==> src/rtl/cam_cap_pkg.sv <==
package cam_cap_pkg;
  typedef enum logic [1:0] {
    WM_8   = 2'b00,
    WM_10  = 2'b01,
    WM_12  = 2'b10,
    WM_12B = 2'b11
  } width_mode_e;

  localparam logic [15:0] MASK_8  = 16'h00FF;
  localparam logic [15:0] MASK_10 = 16'h03FF;
  localparam logic [15:0] MASK_12 = 16'h0FFF;
endpackage

==> src/rtl/cam_sync_front.sv <==
module cam_sync_front #(
  parameter int PIX_W = 12
) (
  input  logic             clk,
  input  logic             rst_n,
  input  logic             pclk_pol,
  input  logic             vs_pol,
  input  logic             hs_pol,
  input  logic             cam_pclk,
  input  logic             cam_vs,
  input  logic             cam_hs,
  input  logic [PIX_W-1:0] cam_d,
  output logic             tick,
  output logic             vs_s,
  output logic             hs_s,
  output logic [PIX_W-1:0] d_s
);
  logic pclk_q;
  logic edge_hit;

  // Edge detect on the oversampled pixel clock; polarity picks the edge.
  assign edge_hit = pclk_pol ? (pclk_q & ~cam_pclk) : (~pclk_q & cam_pclk);

  always_ff @(posedge clk or negedge rst_n) begin
    if (!rst_n) begin
      pclk_q <= 1'b0;
      tick   <= 1'b0;
      vs_s   <= 1'b0;
      hs_s   <= 1'b0;
      d_s    <= '0;
    end else begin
      pclk_q <= cam_pclk;
      tick   <= edge_hit;
      if (edge_hit) begin
        vs_s <= cam_vs ^ vs_pol;
        hs_s <= cam_hs ^ hs_pol;
        d_s  <= cam_d;
      end
    end
  end
endmodule

==> src/rtl/cam_frame_ctrl.sv <==
module cam_frame_ctrl (
  input  logic clk,
  input  logic rst_n,
  input  logic core_rst,
  input  logic en,
  input  logic frame_trig,
  input  logic sof_mode,
  input  logic tick,
  input  logic vs_s,
  input  logic hs_s,
  output logic abort,
  output logic pix_ok,
  output logic line_done,
  output logic evt_fs,
  output logic evt_fe,
  output logic evt_ls,
  output logic evt_le
);
  logic in_frame, in_line, vs_prev;
  logic start, act, hs_act;

  assign abort     = core_rst | (~en & ~frame_trig);
  assign start     = ~in_frame & en & vs_s & (~sof_mode | ~vs_prev);
  assign act       = vs_s & (in_frame | start);
  assign hs_act    = act & hs_s;
  assign pix_ok    = tick & ~abort & hs_act;
  assign line_done = tick & ~abort & in_line & ~hs_act;

  always_ff @(posedge clk or negedge rst_n) begin
    if (!rst_n) begin
      in_frame <= 1'b0;
      in_line  <= 1'b0;
      vs_prev  <= 1'b0;
      evt_fs   <= 1'b0;
      evt_fe   <= 1'b0;
      evt_ls   <= 1'b0;
      evt_le   <= 1'b0;
    end else begin
      evt_fs <= 1'b0;
      evt_fe <= 1'b0;
      evt_ls <= 1'b0;
      evt_le <= 1'b0;
      if (tick) vs_prev <= vs_s;
      if (abort) begin
        in_frame <= 1'b0;
        in_line  <= 1'b0;
      end else if (tick) begin
        in_frame <= act;
        in_line  <= hs_act;
        evt_fs   <= start;
        evt_fe   <= in_frame & ~vs_s;
        evt_ls   <= hs_act & ~in_line;
        evt_le   <= in_line & ~hs_act;
      end
    end
  end
endmodule

==> src/rtl/cam_pixel_packer.sv <==
module cam_pixel_packer
  import cam_cap_pkg::*;
#(
  parameter int PIX_W  = 12,
  parameter int WORD_W = 32
) (
  input  logic              clk,
  input  logic              rst_n,
  input  logic              clr,
  input  logic              pix_ok,
  input  logic              line_done,
  input  logic [PIX_W-1:0]  pix,
  input  width_mode_e       wmode,
  input  logic              swap,
  output logic              w_vld,
  output logic [WORD_W-1:0] w_data
);
  localparam int N8  = WORD_W / 8;
  localparam int N16 = WORD_W / 16;
  localparam int CW  = $clog2(N8);

  logic [CW-1:0]     cnt, last, lane;
  logic              narrow;
  logic [15:0]       pv;
  logic [WORD_W-1:0] acc, place8, place16, merged;

  assign narrow = (wmode == WM_8);
  assign last   = narrow ? CW'(N8 - 1) : CW'(N16 - 1);
  assign lane   = swap ? (last - cnt) : cnt;

  always_comb begin
    unique case (wmode)
      WM_8:    pv = 16'(pix) & MASK_8;
      WM_10:   pv = 16'(pix) & MASK_10;
      default: pv = 16'(pix) & MASK_12;
    endcase
  end

  for (genvar g = 0; g < N8; g++) begin : g_lane8
    assign place8[g*8 +: 8] = (narrow && lane == CW'(g)) ? pv[7:0] : 8'h00;
  end
  for (genvar g = 0; g < N16; g++) begin : g_lane16
    assign place16[g*16 +: 16] = (!narrow && lane == CW'(g)) ? pv : 16'h0000;
  end

  assign merged = acc | place8 | place16;

  always_ff @(posedge clk or negedge rst_n) begin
    if (!rst_n) begin
      acc    <= '0;
      cnt    <= '0;
      w_vld  <= 1'b0;
      w_data <= '0;
    end else begin
      w_vld <= 1'b0;
      if (clr) begin
        acc <= '0;
        cnt <= '0;
      end else if (pix_ok) begin
        if (cnt == last) begin
          w_vld  <= 1'b1;
          w_data <= merged;
          acc    <= '0;
          cnt    <= '0;
        end else begin
          acc <= merged;
          cnt <= cnt + CW'(1);
        end
      end else if (line_done && cnt != '0) begin
        w_vld  <= 1'b1;
        w_data <= acc;
        acc    <= '0;
        cnt    <= '0;
      end
    end
  end
endmodule

==> src/rtl/cam_capture.sv <==
module cam_capture
  import cam_cap_pkg::*;
#(
  parameter int PIX_W  = 12,
  parameter int WORD_W = 32
) (
  input  logic              clk,
  input  logic              rst_n,
  input  logic              core_rst,
  input  logic              en,
  input  logic              frame_trig,
  input  logic              sof_mode,
  input  logic              vs_pol,
  input  logic              hs_pol,
  input  logic              pclk_pol,
  input  logic              swap,
  input  logic [1:0]        width_mode,
  input  logic              cam_pclk,
  input  logic              cam_vs,
  input  logic              cam_hs,
  input  logic [PIX_W-1:0]  cam_d,
  output logic              out_valid,
  input  logic              out_ready,
  output logic [WORD_W-1:0] out_data,
  output logic              evt_fs,
  output logic              evt_fe,
  output logic              evt_ls,
  output logic              evt_le
);
  logic              tick, vs_s, hs_s;
  logic [PIX_W-1:0]  d_s;
  logic              abort, pix_ok, line_done;
  logic              w_vld;
  logic [WORD_W-1:0] w_data;

  cam_sync_front #(.PIX_W(PIX_W)) u_front (
    .clk(clk), .rst_n(rst_n), .pclk_pol(pclk_pol), .vs_pol(vs_pol),
    .hs_pol(hs_pol), .cam_pclk(cam_pclk), .cam_vs(cam_vs), .cam_hs(cam_hs),
    .cam_d(cam_d), .tick(tick), .vs_s(vs_s), .hs_s(hs_s), .d_s(d_s)
  );

  cam_frame_ctrl u_ctrl (
    .clk(clk), .rst_n(rst_n), .core_rst(core_rst), .en(en),
    .frame_trig(frame_trig), .sof_mode(sof_mode), .tick(tick), .vs_s(vs_s),
    .hs_s(hs_s), .abort(abort), .pix_ok(pix_ok), .line_done(line_done),
    .evt_fs(evt_fs), .evt_fe(evt_fe), .evt_ls(evt_ls), .evt_le(evt_le)
  );

  cam_pixel_packer #(.PIX_W(PIX_W), .WORD_W(WORD_W)) u_pack (
    .clk(clk), .rst_n(rst_n), .clr(abort), .pix_ok(pix_ok),
    .line_done(line_done), .pix(d_s), .wmode(width_mode_e'(width_mode)),
    .swap(swap), .w_vld(w_vld), .w_data(w_data)
  );

  // Single holding register: a word arriving while stalled is dropped.
  always_ff @(posedge clk or negedge rst_n) begin
    if (!rst_n) begin
      out_valid <= 1'b0;
      out_data  <= '0;
    end else if (core_rst) begin
      out_valid <= 1'b0;
    end else if (w_vld && (!out_valid || out_ready)) begin
      out_valid <= 1'b1;
      out_data  <= w_data;
    end else if (out_ready) begin
      out_valid <= 1'b0;
    end
  end
endmodule

==> config.mk <==
export PLATFORM = sky130hd
export DESIGN_NAME = cam_capture
export DESIGN_NICKNAME = d
export VERILOG_FILES = /design/src/rtl/cam_cap_pkg.sv /design/src/rtl/cam_sync_front.sv /design/src/rtl/cam_frame_ctrl.sv /design/src/rtl/cam_pixel_packer.sv /design/src/rtl/cam_capture.sv
export SDC_FILE = /design/constraint.sdc
export NUM_CORES = 1
export LEC_CHECK = 0
export BUFFER_PORTS_ARGS = -buffer_cell sky130_fd_sc_hd__buf_2
export CAP_MARGIN = 20
export CORE_UTILIZATION = 60
export DETAILED_ROUTE_END_ITERATION = 12
export PLACE_DENSITY = 0.81
export SKIP_LAST_GASP = 1
export SLEW_MARGIN = 20
export SYNTH_ARGS = -nofsm -noshare
export SYNTH_HDL_FRONTEND = slang
export SYNTH_HIERARCHICAL = 1
export SYNTH_SLANG_ARGS = --single-unit
==> constraint.sdc <==
create_clock -name clk -period 4.2 [get_ports clk]
set_input_delay 0.63 -clock clk [delete_from_list [all_inputs] [get_ports clk]]
set_output_delay 0.63 -clock clk [all_outputs]
set_load 0.03 [all_outputs]
# Word-level counts from Yosys, hierarchy flattened
# Index checks and enable logic that the tools add are counted.
[word_totals]
mem_bits_ro = 0
reg_bits = 123
wordCells = 120
latch_bits = 0
inputBits = 28
out_inout_bits = 37
n_memories = 0
mem_bits_rw = 0
[op_classes]
add_sub_neg = 2
bitwise = 34
n_reduce_logical = 20
div = 0
n_lt_le_gt_ge = 0
mul = 0
shift = 0
eq_ne = 6
n_mux = 40
[ops]
columns = ["cell", "n"]
rows = [
  ["32-bit 2-to-1 mux", 7],
  ["32-bit OR", 2],
  ["16-bit 2-to-1 mux", 2],
  ["8-bit 2-to-1 mux", 4],
  ["12-bit one-hot mux with 2 select lines", 1],
  ["1-bit 2-to-1 mux", 20],
  ["1-bit bitwise AND", 15],
  ["2-bit 2-to-1 mux", 6],
  ["1-bit inverter", 12],
  ["1-bit logical AND", 8],
  ["2-bit nonzero test", 3],
  ["3-bit nonzero test", 2],
  ["2-bit by 1-bit equality test with 1-bit output (second input constant)", 2],
  ["2-bit equality test (second input constant)", 2],
  ["2-bit logical NOT", 2],
  ["1-bit OR", 3],
  ["3-bit AND reduction", 1],
  ["2-bit by 1-bit adder with 2-bit output (second input constant)", 1],
  ["2-bit equality test", 1],
  ["1-bit logical NOT", 2],
  ["2-bit by 1-bit inequality test with 1-bit output (second input constant)", 1],
  ["2-bit AND reduction", 1],
  ["2-bit subtractor", 1],
  ["1-bit XOR", 2],
  ["1-bit logical OR", 1],
]

# Logic depth before layout (Yosys ltp)
[logic_depth]
ltp_word = 13
depth_mapped = 10
depth_no_buf = 8

# Hierarchy
# The synthesis kept the hierarchy.
[modules_own_cells]
columns = ["module", "cells_each", "area_each_um2", "seq_area_each_um2", "n_inst"]
rows = [
  ["cam_pixel_packer", 306, 3103.0, 1676.6, 1],
  ["cam_capture", 72, 1260.0, 825.8, 1],
  ["cam_sync_front", 132, 1184.9, 400.4, 1],
  ["cam_frame_ctrl", 25, 305.3, 175.2, 1],
]

# Worst setup path after synthesis
# No wires, ideal clock.
[synth_timing]
kind = "in2reg"
from = "in core_rst"
to = "reg u_pack.acc[12]"
arrival_time_ps = 2243
cell_stages = 10
slack_ps = 1836
n_path_buf = 3
required_time_ps = 4079
path_cell_list = "o21bai_4 or2_4 nor2_1 buf_2 nor2_1 and2_1 clkbuf_1 nor2_1 buf_2 nor2_1"
[synth_rtl]
columns = ["element", "line_no", "source"]
rows = [
  ["from (decl)", "cam_capture.sv:9", "input logic core_rst,"],
  ["1-bit OR (*)", "cam_frame_ctrl.sv:22", "assign abort = core_rst | (~en & ~frame_trig);"],
  ["1-bit inverter (*)", "cam_frame_ctrl.sv:26", "assign pix_ok = tick & ~abort & hs_act;"],
  ["1-bit bitwise AND (*) (2 in a row)", "cam_frame_ctrl.sv:26", ""],
  ["via pix_ok", "cam_capture.sv:32", "logic abort, pix_ok, line_done;"],
  ["32-bit 2-to-1 mux", "cam_pixel_packer.sv:59", "end else if (pix_ok) begin"],
  ["32-bit 2-to-1 mux", "cam_pixel_packer.sv:56", "if (clr) begin"],
  ["to (signal assigned)", "cam_pixel_packer.sv:66", "acc <= merged;"],
  ["to (decl)", "cam_pixel_packer.sv:25", "logic [WORD_W-1:0] acc, place8, place16, merged;"],
]
# Mark *: on every way through the listed nets, which the timed path passes. The rest lies on a longest branch.
# A chain may end at the register's enable or synchronous reset.

# Final worst setup path
[layout_timing]
from = "reg u_pack.cnt[0]"
to = "reg u_pack.w_data[8]"
[layout_between]
elab_chain_cells = 9
[layout_rtl]
columns = ["element", "line_no", "source"]
rows = [
  ["from (decl)", "cam_pixel_packer.sv:22", "logic [CW-1:0] cnt, last, lane;"],
  ["from (signal assigned)", "cam_pixel_packer.sv:67", "cnt <= cnt + CW'(1);"],
  ["2-bit subtractor", "cam_pixel_packer.sv:29", "assign lane = swap ? (last - cnt) : cnt;"],
  ["2-bit 2-to-1 mux", "cam_pixel_packer.sv:29", ""],
  ["2-bit by 1-bit equality test with 1-bit output", "cam_pixel_packer.sv:40", "assign place8[g*8 +: 8] = (narrow && lane == CW'(g)) ? pv[7:0] : 8'h00;"],
  ["1-bit logical AND", "cam_pixel_packer.sv:40", ""],
  ["8-bit 2-to-1 mux", "cam_pixel_packer.sv:40", ""],
  ["32-bit OR (2 in a row)", "cam_pixel_packer.sv:46", "assign merged = acc | place8 | place16;"],
  ["32-bit 2-to-1 mux", "cam_pixel_packer.sv:60", "if (cnt == last) begin"],
  ["32-bit 2-to-1 mux", "cam_pixel_packer.sv:59", ""],
  ["to (signal assigned)", "cam_pixel_packer.sv:62", "w_data <= merged;"],
  ["to (decl)", "cam_pixel_packer.sv:16", "output logic [WORD_W-1:0] w_data"],
]
# Parallel ways exist; a longest one is shown, timed or not. The select of a mux whose other input is x is not followed.

==> metrics.md <==
| Metric | Value |
|---|---|
| Antenna Nets Post-Route | `0` |
| Clk Latency, worst-skew pair | `0.52 ns` |
| Ys Warns | `6` |
| # DRC | `0` |
| Vias in the first global route | `4470` |
| Pwr Total | `3007 µW` |
| Unrepaired setup endpoints after global routing | `no` |
| Syn_nets | `564` |
| Total negative slack | `0 ns` |
| Final Hold Viols | `0` |
| Crit-path max FO | `39` |
| Largest net degree at the start of global routing | `67` |
| Fillers | `635` |
| Worst Setup SP | `u_pack/cnt[0]$_DFFE_PN0P_` |
| LEAKAGE | `0.003056 µW` |
| CP Launch Type | `flip-flop` |
| Synth cell types | `55` |
| FMAX | `358.9 MHz` |
| Worst path arrival time | `3.22 ns` |
| Initial antenna violation count | `0` |
| Post-Syn Instances | `535` |
| Initial DRC Count | `348` |
| CTS tree | `done` |
| Core footprint | `0.009328 mm²` |
| Min Tclk post-route | `2.786 ns` |
| Status | `complete, no violations` |
| Mean number of vias per cell | `6.273` |
| Flop-to-flop setup slack | `1.41 ns` |
| Crit-path cells | `inv_1, ha_1, nor4b_2, a41oi_4, buf_4, inv_2, o21ai_0, o21ai_1` |
| Measured slew at the worst slew-check pin | `0.8682 ns` |
| Sequential fraction of the synthesis area | `52.59%` |
| WL per Instance | `18.42 µm` |
| CP top delay family | `buffers and inverters` |
| Drt first pass iters | `5` |
| Die Ht | `100.8 µm` |
| Fin crit share | `66.33%` |
| GRT Util Overall | `28.71%` |
| PD cells | `447.8 mW/mm²` |
| Final Net Count | `612` |
| Total grt overflow | `0` |
| Initial core utilization | `62.75%` |
| Reg2Reg Depth | `8` |
| Main synth FF type | `dfrtp_1` |
| Die Span X | `100.8 µm` |
| # port buffers | `64` |
| Setup ws final | `1.414 ns` |
| # clock sinks | `123` |
| Clock root buffer | `clkbuf_8` |
| Syn_area_per_cell | `10.94 µm²` |
| Hold Path Class | `input port to asynchronous set/reset pin` |
| Worst R2R End | `u_pack/w_data[8]$_DFFE_PN0P_` |
| Maximum vdd drop | `0.3655 mV` |
| Non-Filler Cell Area, Final | `0.006716 mm²` |
| Final setup violating endpoints | `0` |
| Most frequent cells in the layout | `123 x dfrtp_1, 63 x buf_2, 43 x nor2_1, 35 x nand2_1, 34 x mux2_2` |
| Layout overhead on the synthesized area | `14.75%` |
| Synth Cell Area | `0.005853 mm²` |
| Setup Skew | `0.006302 ns` |
| Pins Over Slew Limit | `0` |
| Count of flip-flops with a built-in enable after synthesis | `0` |
| # Max-Cap Violations | `0` |
| Required time of the critical path | `4.63 ns` |
| # hold bufs at CTS | `0` |
| I/O pins | `65` |
| CP bufs+invs | `3` |
| Post-CTS Setup Bufs | `0` |
| First-pass GRT wire length | `22.24 mm` |
| Clock buffer depth | `2` |
| CTS Buf Count | `17` |
| Final HPWL DP | `8.288 mm` |
| Placed Area | `0.006111 mm²` |
| Routability cong. | `0.8962` |
| Layout cells sized above 1 | `27.68%` |
| Critical path's largest stage delay | `0.69 ns` |
| Vias post-DR | `4548` |
| Clock Pin Slew Worst Setup and Hold Paths | `0.06 ns` |
| Die area | `0.01015 mm²` |
| Synth async-reset ratio | `100.0%` |
| N_diodes | `0` |
| Htree depth | `4` |
| Pre-CTS WS | `1.101 ns` |
| Drt total wl | `13.35 mm` |
| Slew HR | `42.12%` |
| CP Capture Type | `flip-flop` |
| Commonest non-fill, non-tap cell in the layout | `dfrtp_1` |
| Rows | `35` |
| Worst Path Class, Setup | `flip-flop to flip-flop` |
| Synthesized flop and latch total | `123` |
| Post-CTS sizing | `0` |
| R2R Path Start | `u_pack/cnt[0]$_DFFE_PN0P_` |
| Worst path slowest cell | `dfrtp_1` |
## synthesized netlist by cell type (all sizes together), types with 9 or more instances
| library cell | count | area (µm²) |
|---|---|---|
| clkbuf | 10 | 37.54 |
| nor3 | 15 | 75.07 |
| a41oi | 9 | 97.60 |
| o21ai | 58 | 290.3 |
| o311a | 14 | 140.1 |
| nor2 | 45 | 168.9 |
| dfrtp | 123 | 3078 |
| buf | 29 | 234.0 |
| nand2 | 35 | 131.4 |
| nor2b | 26 | 170.2 |
| nor3b | 16 | 136.4 |
| a31oi | 33 | 206.5 |
| a21oi | 20 | 160.2 |
| mux2 | 34 | 382.9 |
## metrics by stage
| step | std cells | util, % | hold WS [ns] |
|---|---|---|---|
| detailed placement | 693 | 65.51 | 0.4622 |
| floorplan | 535 | - | 0.3344 |
| global placement | 693 | 65.51 | 0.4596 |
| global route | 725 | 72.01 | 0.2335 |
| finish | 725 | 72.01 | 0.1677 |
| CTS | 725 | 71.98 | 0.1978 |
## state kept, by name, indices dropped and copies added, names as in the netlist
name,cells
u_front/d_s,12
u_ctrl/evt_fe,1
out_data,32
u_front/vs_s,1
u_pack/acc,32
u_pack/w_data,32
u_front/pclk_q,1
u_front/tick,1
u_ctrl/evt_fs,1
u_ctrl/in_line,1
u_pack/cnt,2
u_ctrl/evt_ls,1
u_ctrl/evt_le,1
u_front/hs_s,1
u_ctrl/in_frame,1
out_valid,1
u_pack/w_vld,1
u_ctrl/vs_prev,1
## worst max-delay path by stage
stage,endpoint,cells after the start
after global placement,u_pack/w_data[8]$_DFFE_PN0P_,10
final,u_pack/w_data[8]$_DFFE_PN0P_,8
after floorplan,u_pack/acc[12]$_DFFE_PN0P_,10
after CTS,u_pack/w_data[8]$_DFFE_PN0P_,8
after detailed placement,u_pack/w_data[8]$_DFFE_PN0P_,10
after global routing,u_pack/w_data[8]$_DFFE_PN0P_,9
## routing by layer
layer  wire length [µm]  vias up  share of wire, %  track usage (%)
li1                   -     2051                 -                -
met1               5556     2246                42            38.32
met2               6562      215                49            45.73
met3                938       36               7.0            7.143
met4                295        0               2.2            10.70
met5                  0        -                 0                0
## power breakdown
group          switching [µW]  leakage (µW)  internal (µW)  total, µW
sequential               85.2       0.00167           1220       1310
clock                     566      0.000292            919       1480
combinational             129       0.00109           85.8        215
## cell type report
cell class	count	area, µm²	area share, %
repair buffers	68	365.4	5.440
multi-input cells	365	2479	36.90
well taps	129	161.4	2.403
clock inverters	14	185.2	2.757
inverters	8	30.03	0.4471
clock buffers	18	417.9	6.222
flip-flops and latches	123	3078	45.83
## kinds of logic (layout without fill, tap and decap cells)
family,count (synthesis),after routing,share of synthesized area (%)
multiplexers,34,34,6.541
AND/OR/NAND/NOR,169,169,15.67
buffers and inverters,47,108,5.152
XOR/XNOR,3,3,0.4490
flip-flops,123,123,52.59
adder cells (fa/ha/maj),1,1,0.2137
AO/OA/AOI/OAI,158,158,19.39
(Power assumes the default switching activity.)
